<file path="src/rtl/pixclk_pkg.sv">
package pixclk_pkg;
  localparam int CFG_W = 14;
  localparam int POS_W = 5;
  localparam logic [CFG_W-1:0] CFG_RESET = 14'h02A1;
  localparam logic [CFG_W-1:0] MUST_ONE  = 14'h0220;
  localparam logic [CFG_W-1:0] MUST_ZERO = 14'h0910;
  localparam int SRC_BIT = 7;
  localparam int AUX_BIT = 6;
  localparam int PS_LO   = 12;

  function automatic logic [2:0] post_factor(input logic [1:0] s);
    case (s)
      2'b01:   return 3'd2;
      2'b10:   return 3'd4;
      default: return 3'd1;
    endcase
  endfunction

  function automatic logic [2:0] pre_factor(input logic [3:0] code);
    if (code[3])      return 3'd4;
    else if (code[2]) return 3'd2;
    else              return 3'd1;
  endfunction

  function automatic logic [2:0] base_len(input logic [1:0] lo);
    case (lo)
      2'b00:   return 3'd3;
      2'b11:   return 3'd5;
      default: return 3'd4;
    endcase
  endfunction

  function automatic logic reserved_bad(input logic [CFG_W-1:0] w);
    return ((w & MUST_ONE) != MUST_ONE) || ((w & MUST_ZERO) != '0);
  endfunction
endpackage

</file>
<file path="src/rtl/pixclk_cfg.sv">
module pixclk_cfg
  import pixclk_pkg::*;
(
  input  logic             clk,
  input  logic             rst_n,
  input  logic             load,
  input  logic [CFG_W-1:0] word_in,
  output logic [CFG_W-1:0] word_q,
  output logic             err_q
);
  always_ff @(posedge clk or negedge rst_n) begin
    if (!rst_n) begin
      word_q <= CFG_RESET;
      err_q  <= 1'b0;
    end else if (load) begin
      word_q <= word_in;
      err_q  <= reserved_bad(word_in);
    end
  end

  p_err_hold_r7: assert property (@(posedge clk) disable iff (!rst_n)
    !load |=> $stable(err_q));
  p_word_hold_r7: assert property (@(posedge clk) disable iff (!rst_n)
    !load |=> $stable(word_q));
endmodule

</file>
<file path="src/rtl/pixclk_post.sv">
module pixclk_post
  import pixclk_pkg::*;
(
  input  logic       clk,
  input  logic       rst_n,
  input  logic       restart,
  input  logic       src_tick,
  input  logic [1:0] sel,
  output logic       post_tick
);
  logic [1:0] cnt;
  logic [2:0] fac;

  assign fac       = post_factor(sel);
  assign post_tick = src_tick && !restart && (cnt == 2'(fac - 3'd1));

  always_ff @(posedge clk or negedge rst_n) begin
    if (!rst_n)                cnt <= '0;
    else if (restart)          cnt <= '0;
    else if (src_tick)         cnt <= post_tick ? 2'd0 : cnt + 2'd1;
  end

  p_post_range_r4: assert property (@(posedge clk) disable iff (!rst_n)
    {1'b0, cnt} < fac);
  p_post_src_r4: assert property (@(posedge clk) disable iff (!rst_n)
    post_tick |-> src_tick);
endmodule

</file>
<file path="src/rtl/pixclk_moddiv.sv">
module pixclk_moddiv
  import pixclk_pkg::*;
(
  input  logic       clk,
  input  logic       rst_n,
  input  logic       restart,
  input  logic       step,
  input  logic [3:0] code,
  output logic       wrap,
  output logic       level
);
  logic [1:0]       pre_cnt;
  logic [2:0]       base_cnt;
  logic [2:0]       pre, base;
  logic             pre_last, base_last;
  logic [POS_W-1:0] pos, half;

  assign pre       = pre_factor(code);
  assign base      = base_len(code[1:0]);
  assign pre_last  = ({1'b0, pre_cnt} == pre - 3'd1);
  assign base_last = (base_cnt == base - 3'd1);
  assign wrap      = step && pre_last && base_last;
  assign pos       = POS_W'(base_cnt) * POS_W'(pre) + POS_W'(pre_cnt);
  assign half      = (POS_W'(pre) * POS_W'(base)) >> 1;
  assign level     = (pos < half);

  always_ff @(posedge clk or negedge rst_n) begin
    if (!rst_n) begin
      pre_cnt  <= '0;
      base_cnt <= '0;
    end else if (restart) begin
      pre_cnt  <= '0;
      base_cnt <= '0;
    end else if (step) begin
      if (pre_last) begin
        pre_cnt  <= '0;
        base_cnt <= base_last ? 3'd0 : base_cnt + 3'd1;
      end else begin
        pre_cnt <= pre_cnt + 2'd1;
      end
    end
  end

  p_count_range_r2: assert property (@(posedge clk) disable iff (!rst_n)
    ({1'b0, pre_cnt} < pre) && (base_cnt < base));
  p_rise_on_wrap_r6: assert property (@(posedge clk) disable iff (!rst_n)
    $rose(level) |-> $past(wrap || restart));
  p_restart_zero_r8: assert property (@(posedge clk) disable iff (!rst_n)
    restart |=> (pos == '0));
endmodule

</file>
<file path="src/rtl/pixclk_chain.sv">
module pixclk_chain
  import pixclk_pkg::*;
(
  input  logic             clk,
  input  logic             rst_n,
  input  logic             ref_en,
  input  logic             pll_en,
  input  logic             cfg_load,
  input  logic [CFG_W-1:0] cfg_word,
  output logic             pclk_o,
  output logic             pclk_tick,
  output logic             cfg_error
);
  logic [CFG_W-1:0] word_q;
  logic             sel_src_tick;
  logic             post_tick;
  logic             div_wrap, div_level;
  logic             test_mode;

  pixclk_cfg u_cfg (
    .clk(clk), .rst_n(rst_n), .load(cfg_load), .word_in(cfg_word),
    .word_q(word_q), .err_q(cfg_error)
  );

  assign sel_src_tick = word_q[SRC_BIT] ? ref_en : pll_en;
  assign test_mode    = (word_q[PS_LO+1:PS_LO] == 2'b11);

  pixclk_post u_post (
    .clk(clk), .rst_n(rst_n), .restart(cfg_load), .src_tick(sel_src_tick),
    .sel(word_q[PS_LO+1:PS_LO]), .post_tick(post_tick)
  );

  pixclk_moddiv u_div (
    .clk(clk), .rst_n(rst_n), .restart(cfg_load), .step(post_tick),
    .code(word_q[3:0]), .wrap(div_wrap), .level(div_level)
  );

  assign pclk_o    = test_mode ? word_q[AUX_BIT] : div_level;
  assign pclk_tick = div_wrap && !test_mode;

  p_load_quiet_r8: assert property (@(posedge clk) disable iff (!rst_n)
    cfg_load |-> !pclk_tick);
  p_test_silent_r5: assert property (@(posedge clk) disable iff (!rst_n)
    test_mode |-> !pclk_tick);
  p_tick_src_r3: assert property (@(posedge clk) disable iff (!rst_n)
    pclk_tick |-> sel_src_tick);
  p_tick_single_r4: assert property (@(posedge clk) disable iff (!rst_n)
    pclk_tick && !cfg_load |=> !pclk_tick || (word_q[3:0] == 4'b0000 && word_q[PS_LO+1:PS_LO] == 2'b00));
endmodule

</file>
<file path="config.mk">
export PLATFORM = sky130hd
export DESIGN_NAME = pixclk_chain
export DESIGN_NICKNAME = d
export VERILOG_FILES = /design/src/rtl/pixclk_pkg.sv /design/src/rtl/pixclk_cfg.sv /design/src/rtl/pixclk_post.sv /design/src/rtl/pixclk_moddiv.sv /design/src/rtl/pixclk_chain.sv
export SDC_FILE = /design/constraint.sdc
export NUM_CORES = 1
export LEC_CHECK = 0
export CELL_PAD_IN_SITES_DETAIL_PLACEMENT = 1
export CELL_PAD_IN_SITES_GLOBAL_PLACEMENT = 1
export CORE_MARGIN = 3
export CORE_UTILIZATION = 44
export DETAILED_ROUTE_END_ITERATION = 6
export PLACE_DENSITY_LB_ADDON = 0.1
export SLEW_MARGIN = 40
export SYNTH_ARGS = -nofsm -noshare
export SYNTH_HDL_FRONTEND = slang
export SYNTH_SLANG_ARGS = --single-unit
</file>
<file path="constraint.sdc">
create_clock -name clk -period 6.7 [get_ports clk]
set_input_delay 1.34 -clock clk [delete_from_list [all_inputs] [get_ports clk]]
set_output_delay 1.34 -clock clk [all_outputs]
set_load 0.01 [all_outputs]
</file>
==> results of run 1 <==
[worst paths after layout]
| path | cells past startpoint | from | slack (ns) | endpoint |
|---|---|---|---|---|
| min reg2reg | 1 | u_cfg.word_q[6] | 0.53 | u_cfg.word_q[6] |
| max | 12 | u_cfg.word_q[3] | 1.16 | pclk_o |
| min in group asynchronous | 1 | rst_n | 0.95 | u_div.base_cnt[0] |
| min | 1 | u_cfg.word_q[6] | 0.53 | u_cfg.word_q[6] |
| max reg2reg | 6 | u_cfg.word_q[12] | 4.58 | u_div.base_cnt[0] |
| max in group asynchronous | 1 | rst_n | 5.43 | u_cfg.word_q[7] |
[Yosys cell counts (5+ instances only)]
cell type  count
ha_1          21
and2_1         9
nor2_1         7
inv_1         12
o21ai_0        7
nand2_1        8
xnor2_1        7
a21oi_1       10
dfrtp_1       14
mux2_2         5
[flip-flops by register name, summed over array words and instances (netlist names)]
| signal | count |
|---|---|
| u_cfg.err_q | 1 |
| u_post.cnt | 2 |
| u_div.pre_cnt | 2 |
| u_cfg.word_q | 8 |
| u_div.base_cnt | 3 |
[final cells by class]
cell class	instances	area [um2]	share of cell area
multi-input cells	113	930	0.561
flip-flops and latches	16	403	0.243
repair buffers	20	190	0.115
well taps	42	52.6	0.0317
inverters	12	45.0	0.0272
clock buffers	4	36.3	0.0219
[kinds of logic (layout without fill, tap and decap cells)]
family,Yosys count,count (layout),share of synthesized area
xor gates and xnor gates,11,11,0.0700
buffers and inverters,15,36,0.0409
adders and majority gates,25,25,0.249
AOI/OAI and AO/OA,25,25,0.106
muxes,6,6,0.0482
and+or+nand+nor,46,46,0.193
DFF,16,16,0.293
[power by group]
group          total [mW]  internal, mW  leakage, nW  switching [mW]
combinational      0.0815        0.0406        0.561          0.0409
clock              0.0658        0.0331       0.0210          0.0328
sequential          0.116         0.105        0.197          0.0107
total               0.263         0.179        0.779          0.0844
[through the flow]
stage          instances  setup WS [ns]  area, um2
2_1_floorplan        144           2.18       1380
3_3_place_gp         203           1.62       1620
3_5_place_dp         203           1.51       1620
4_1_cts              207           1.13       1660
5_1_grt              207          0.890       1660
6_report             207           1.16       1660
[per-layer routing]
metal,routed length (um),vias to the layer above
met5,0,-
met4,14,0
met3,94,2
met2,1720,21
met1,1250,541
li1,-,549
[worst reg2reg max path: cells and delay by family, from the launching register on]
kind | cells | cell delay (ns)
compound gates | 1 | 0.13
xor+xnor | 1 | 0.16
fa+ha+maj | 1 | 0.34
buf+inv | 1 | 0.06
flops | 1 | 0.37
simple gates | 2 | 0.99
==> flow_metrics.tcl, run 1 <==
set metrics [dict create \
    slew_violations 0 \
    post_cts_buffers 0 \
    final_util 0.576 \
    synthCells 144 \
    max_freq_mhz 180 \
    core_um2 2880 \
    postCtsResizedCells 0 \
    cts_made_buffers 3 \
    grt_pass1_wl_um 5280 \
    period_needed_ns 5.54 \
    path_cells "nor2b_1 -> and2_1 -> fa_1 -> ha_1 -> inv_1 -> fa_1 -> inv_1 -> ha_1 -> o21ai_0 -> a21oi_1 -> o41ai_1 -> clkdlybuf4s50_1" \
    synth_largest_area_cell "dfrtp_1" \
    clk_pin_slew_ns 0.10 \
    mostFrequentLayoutCells "21 x ha_1, 18 x clkdlybuf4s50_1, 14 x dfrtp_1" \
    gr-usage-met1 0.221 \
    final_common_cell "ha_1" \
    dieArea_um2 3840 \
    gp_congestion 0.768 \
    drive_above_1_share 0.109 \
    setup_tns_ns 0 \
    path_buf_inv 3 \
    cp_max_fo 14 \
    netlist.area_leader.share 0.255 \
    async_flop_share 1.00 \
    wl_per_cell_um 14.9 \
    max_stage_delay_ns 0.60 \
    hpwl_um 2570 \
    num_vias 1113 \
    cts-root-buf "clkbuf_4" \
    timing.hold.ws_ns 0.528 \
    worst_slew_pin_slew_ns 0.634 \
    num_io_pins 22 \
    cellLeakagePower_nw 0.779 \
    clock_latency_ns 0.29 \
    cts_num_sinks 16 \
    n_antenna_cell 0 \
    grt_start_max_net_pins 23 \
    vias_per_cell 5.38 \
    power.total_mw 0.263 \
    grt-busiest-layer "met2" \
    grt_pass1_vias 1180 \
    cts_max_level 1 \
    numPortBuffers 20 \
    dieHeight_um 61.9 \
    max_cap_viol_count 0 \
    hold_buffers 0 \
    dr.pass1.iters 4 \
    grt_use_met3 0.0310 \
    postRouteAntennaNets 0 \
    start_kind "register" \
    synth.distinct_cells 36 \
    rsz0062_at_grt "no" \
    yosysSeqAreaShare 0.293 \
    clk_path_buf_depth 2 \
    setup_violations 0 \
    syn_area_per_cell_um2 9.56 \
    synth.ff_latch_count 16 \
    drtIter0Drc 32 \
    synth_edf_count 0 \
    antenna_found_initial 0 \
    fin_crit_sh 0.827 \
    end_kind "primary output" \
    crit_arrival_ns 4.20 \
    row_count 19 \
    peakVddDrop_uv 95.3 \
    drc 0 \
    skew_ns 0.00307 \
    area_growth_pct 20.4 \
    synth_nets 188 \
    yosysWarningCount 0 \
    status "finished, final reports clean" \
    grt-ovfl-total 0 \
    crit_required_ns 5.36 \
    die_w_um 61.9 \
    wl_um 3080 \
    ys.flop_type "dfrtp_1" \
    fin_nets 210 \
    slew_headroom 0.574 \
    start_util 0.478 \
    crit_slowest_cell "clkdlybuf4s50_1" \
    hold_class "reg2reg" \
    critPathTopFamily "adder cells" \
    hold_viol 0 \
    p_per_area_nw_per_um2 159 \
    grt_use_met2 0.362 \
    cts_tree "done" \
    synth_area_leaders "dfrtp_1 25%, ha_1 19%, fa_1 5.8%" \
    grt_usage 0.188 \
    mappedNetlistArea_um2 1380 \
    nFillCells 340 \
    critPathKind "reg2out" \
]
Note: power is estimated with default switching activity, not from simulation.
==> inputs of run 2 (changes only) <==
--- a/config.mk
+++ b/config.mk
@@ -8,7 +8,7 @@
 export CELL_PAD_IN_SITES_DETAIL_PLACEMENT = 1
 export CELL_PAD_IN_SITES_GLOBAL_PLACEMENT = 1
 export CORE_MARGIN = 3
-export CORE_UTILIZATION = 44
+export CORE_UTILIZATION = 37
 export DETAILED_ROUTE_END_ITERATION = 6
 export PLACE_DENSITY_LB_ADDON = 0.1
 export SLEW_MARGIN = 40
==> constraint.sdc (replaced) <==
create_clock -name clk -period 4.5 [get_ports clk]
set_input_delay 0.9 -clock clk [delete_from_list [all_inputs] [get_ports clk]]
set_output_delay 0.9 -clock clk [all_outputs]
set_load 0.01 [all_outputs]
==> run 2 against run 1 <==
Power up 68%. Setup slack got worse by 0.95 ns. Global-route usage fell by 2.3 points. First-iteration DRC count decreased by 34%. Via count rose by 2.4%. Critical path depth up 1. Routed wire length is 7.2% higher. Count of clock-buffer cells in the layout did not move. Final cell count grew 8.7%. Die area rose by 17%. Non-clock buffer count grew 14. Largest cell class unchanged.
==> flow_metrics.tcl, run 2 (synthesis gave the netlist of run 1 again) <==
set metrics [dict create \
    antenna_found_initial 0 \
    top_layer "met4" \
    postRouteAntennaNets 0 \
    final_util 0.525 \
    wl_met2_um 1840 \
    drtIter0Drc 21 \
    cts_num_sinks 16 \
    grt_pass1_wl_um 5570 \
    end_kind "primary output" \
    final_common_cell "ha_1" \
    crit_arrival_ns 3.39 \
    setup_violations 0 \
    core_um2 3470 \
    status "finished, final reports clean" \
    clk_path_buf_depth 2 \
    skew_ns 0.00323 \
    fin_nets 224 \
    cts_tree "done" \
    hpwl_um 2650 \
    wl_per_cell_um 14.7 \
    slew_violations 0 \
    num_io_pins 22 \
    dieHeight_um 67.0 \
    grt_start_max_net_pins 22 \
    r2r_cells 6 \
    clk_pin_slew_ns 0.07 \
    vias_per_cell 5.07 \
    row_count 21 \
    cts_made_buffers 3 \
    start_kind "register" \
    fin_crit_sh 0.953 \
    drive_above_1_share 0.223 \
    cp_max_fo 2 \
    n_antenna_cell 0 \
    p_per_area_nw_per_um2 243 \
    period_needed_ns 4.29 \
    wl_met1_um 1360 \
    num_vias 1140 \
    area_growth_pct 32.3 \
    slew_headroom 0.496 \
    grt_usage 0.165 \
    grt-ovfl-total 0 \
    gp_congestion 0.747 \
    hold_class "reg2reg" \
    cts_max_level 1 \
    post_cts_buffers 0 \
    worst_slew_pin_slew_ns 0.751 \
    cts-root-buf "clkbuf_8" \
    hold_viol 0 \
    start_util 0.397 \
    reg_top3 "u_cfg.word_q: 8 flops, u_div.base_cnt: 3 flops" \
    rsz0062_at_grt "no" \
    routed-wl-met3_um 67 \
    top_register "u_cfg.word_q" \
    clock_latency_ns 0.25 \
    crit_required_ns 3.60 \
    hold_depth 1 \
    dr.pass1.iters 3 \
    grt_pass1_vias 1215 \
    largest_reg_flops 8 \
    fin_ws_ns 0.210 \
    die_w_um 67.0 \
    max_freq_mhz 233 \
    drc 0 \
    wl_um 3300 \
    peakVddDrop_uv 162 \
    mostFrequentLayoutCells "19 x ha_1, 18 x clkdlybuf4s50_1, 14 x buf_4" \
    place_ws_ns -0.155 \
    cellLeakagePower_nw 0.859 \
    max_cap_viol_count 0 \
    numPortBuffers 20 \
    dieArea_um2 4490 \
    critPathKind "reg2out" \
]
run 2: what timing repair did:
item	4_1_cts	5_1_grt
hold buffers	0	0
setup endpoints to repair	1	1
pin swaps	0	1
gates resized for setup	7	8
run 2: worst paths after layout:
kind                                     end             start  slack, ns
setup reg to reg           u_div.base_cnt[0]  u_cfg.word_q[12]       2.39
setup / recovery                      pclk_o   u_cfg.word_q[0]       0.21
min in group asynchronous      u_post.cnt[0]             rst_n       0.57
hold / removal               u_cfg.word_q[6]   u_cfg.word_q[6]       0.51
hold reg to reg              u_cfg.word_q[6]   u_cfg.word_q[6]       0.51
max in group asynchronous    u_cfg.word_q[0]             rst_n       3.60
run 2: where the power goes:
group	switching, mW	internal [mW]	leakage (nW)
logic	0.0699	0.0745	0.635
clock network	0.0513	0.0776	0.0288
registers	0.0120	0.157	0.196
total	0.133	0.309	0.859
run 2: cell type report:
| class | instances | area (um2) |
|---|---|---|
| inverters | 12 | 45.0 |
| multi-input cells | 113 | 963 |
| flip-flops and latches | 16 | 404 |
| fillers | 414 | 1650 |
| clock buffers | 4 | 55.1 |
| repair buffers | 34 | 295 |
| well taps | 46 | 57.6 |
run 2: routing by layer:
layer / GRT usage / up-vias
li1: - / 574
met5: 0 / -
met2: 0.319 / 12
met1: 0.187 / 549
met3: 0.0185 / 5
met4: 0.0456 / 0
run 2: critical path, cell delays in order (launching register included):
cell and delay, ns:
dfstp_2 0.53, inv_1 0.07, ha_4 0.25, nor2b_2 0.12, fa_1 0.44, ha_2 0.20
fa_1 0.37, xor2_1 0.16, xnor2_1 0.15, ha_1 0.25, o21ai_1 0.07, a21oi_1 0.06
o41ai_2 0.28, buf_2 0.18
run 2: per-stage QoR:
step                      power (mW)  cell area, um2  hold WS, ns  setup TNS (ns)  std cells
after floorplan                0.247            1380        0.481               0        144
after global placement         0.303            1730        0.499               0        221
after detailed placement       0.312            1730        0.512          -0.155        221
after CTS                      0.444            1800        0.524               0        225
after global routing           0.480            1820        0.558               0        225
final                          0.442            1820        0.514               0        225
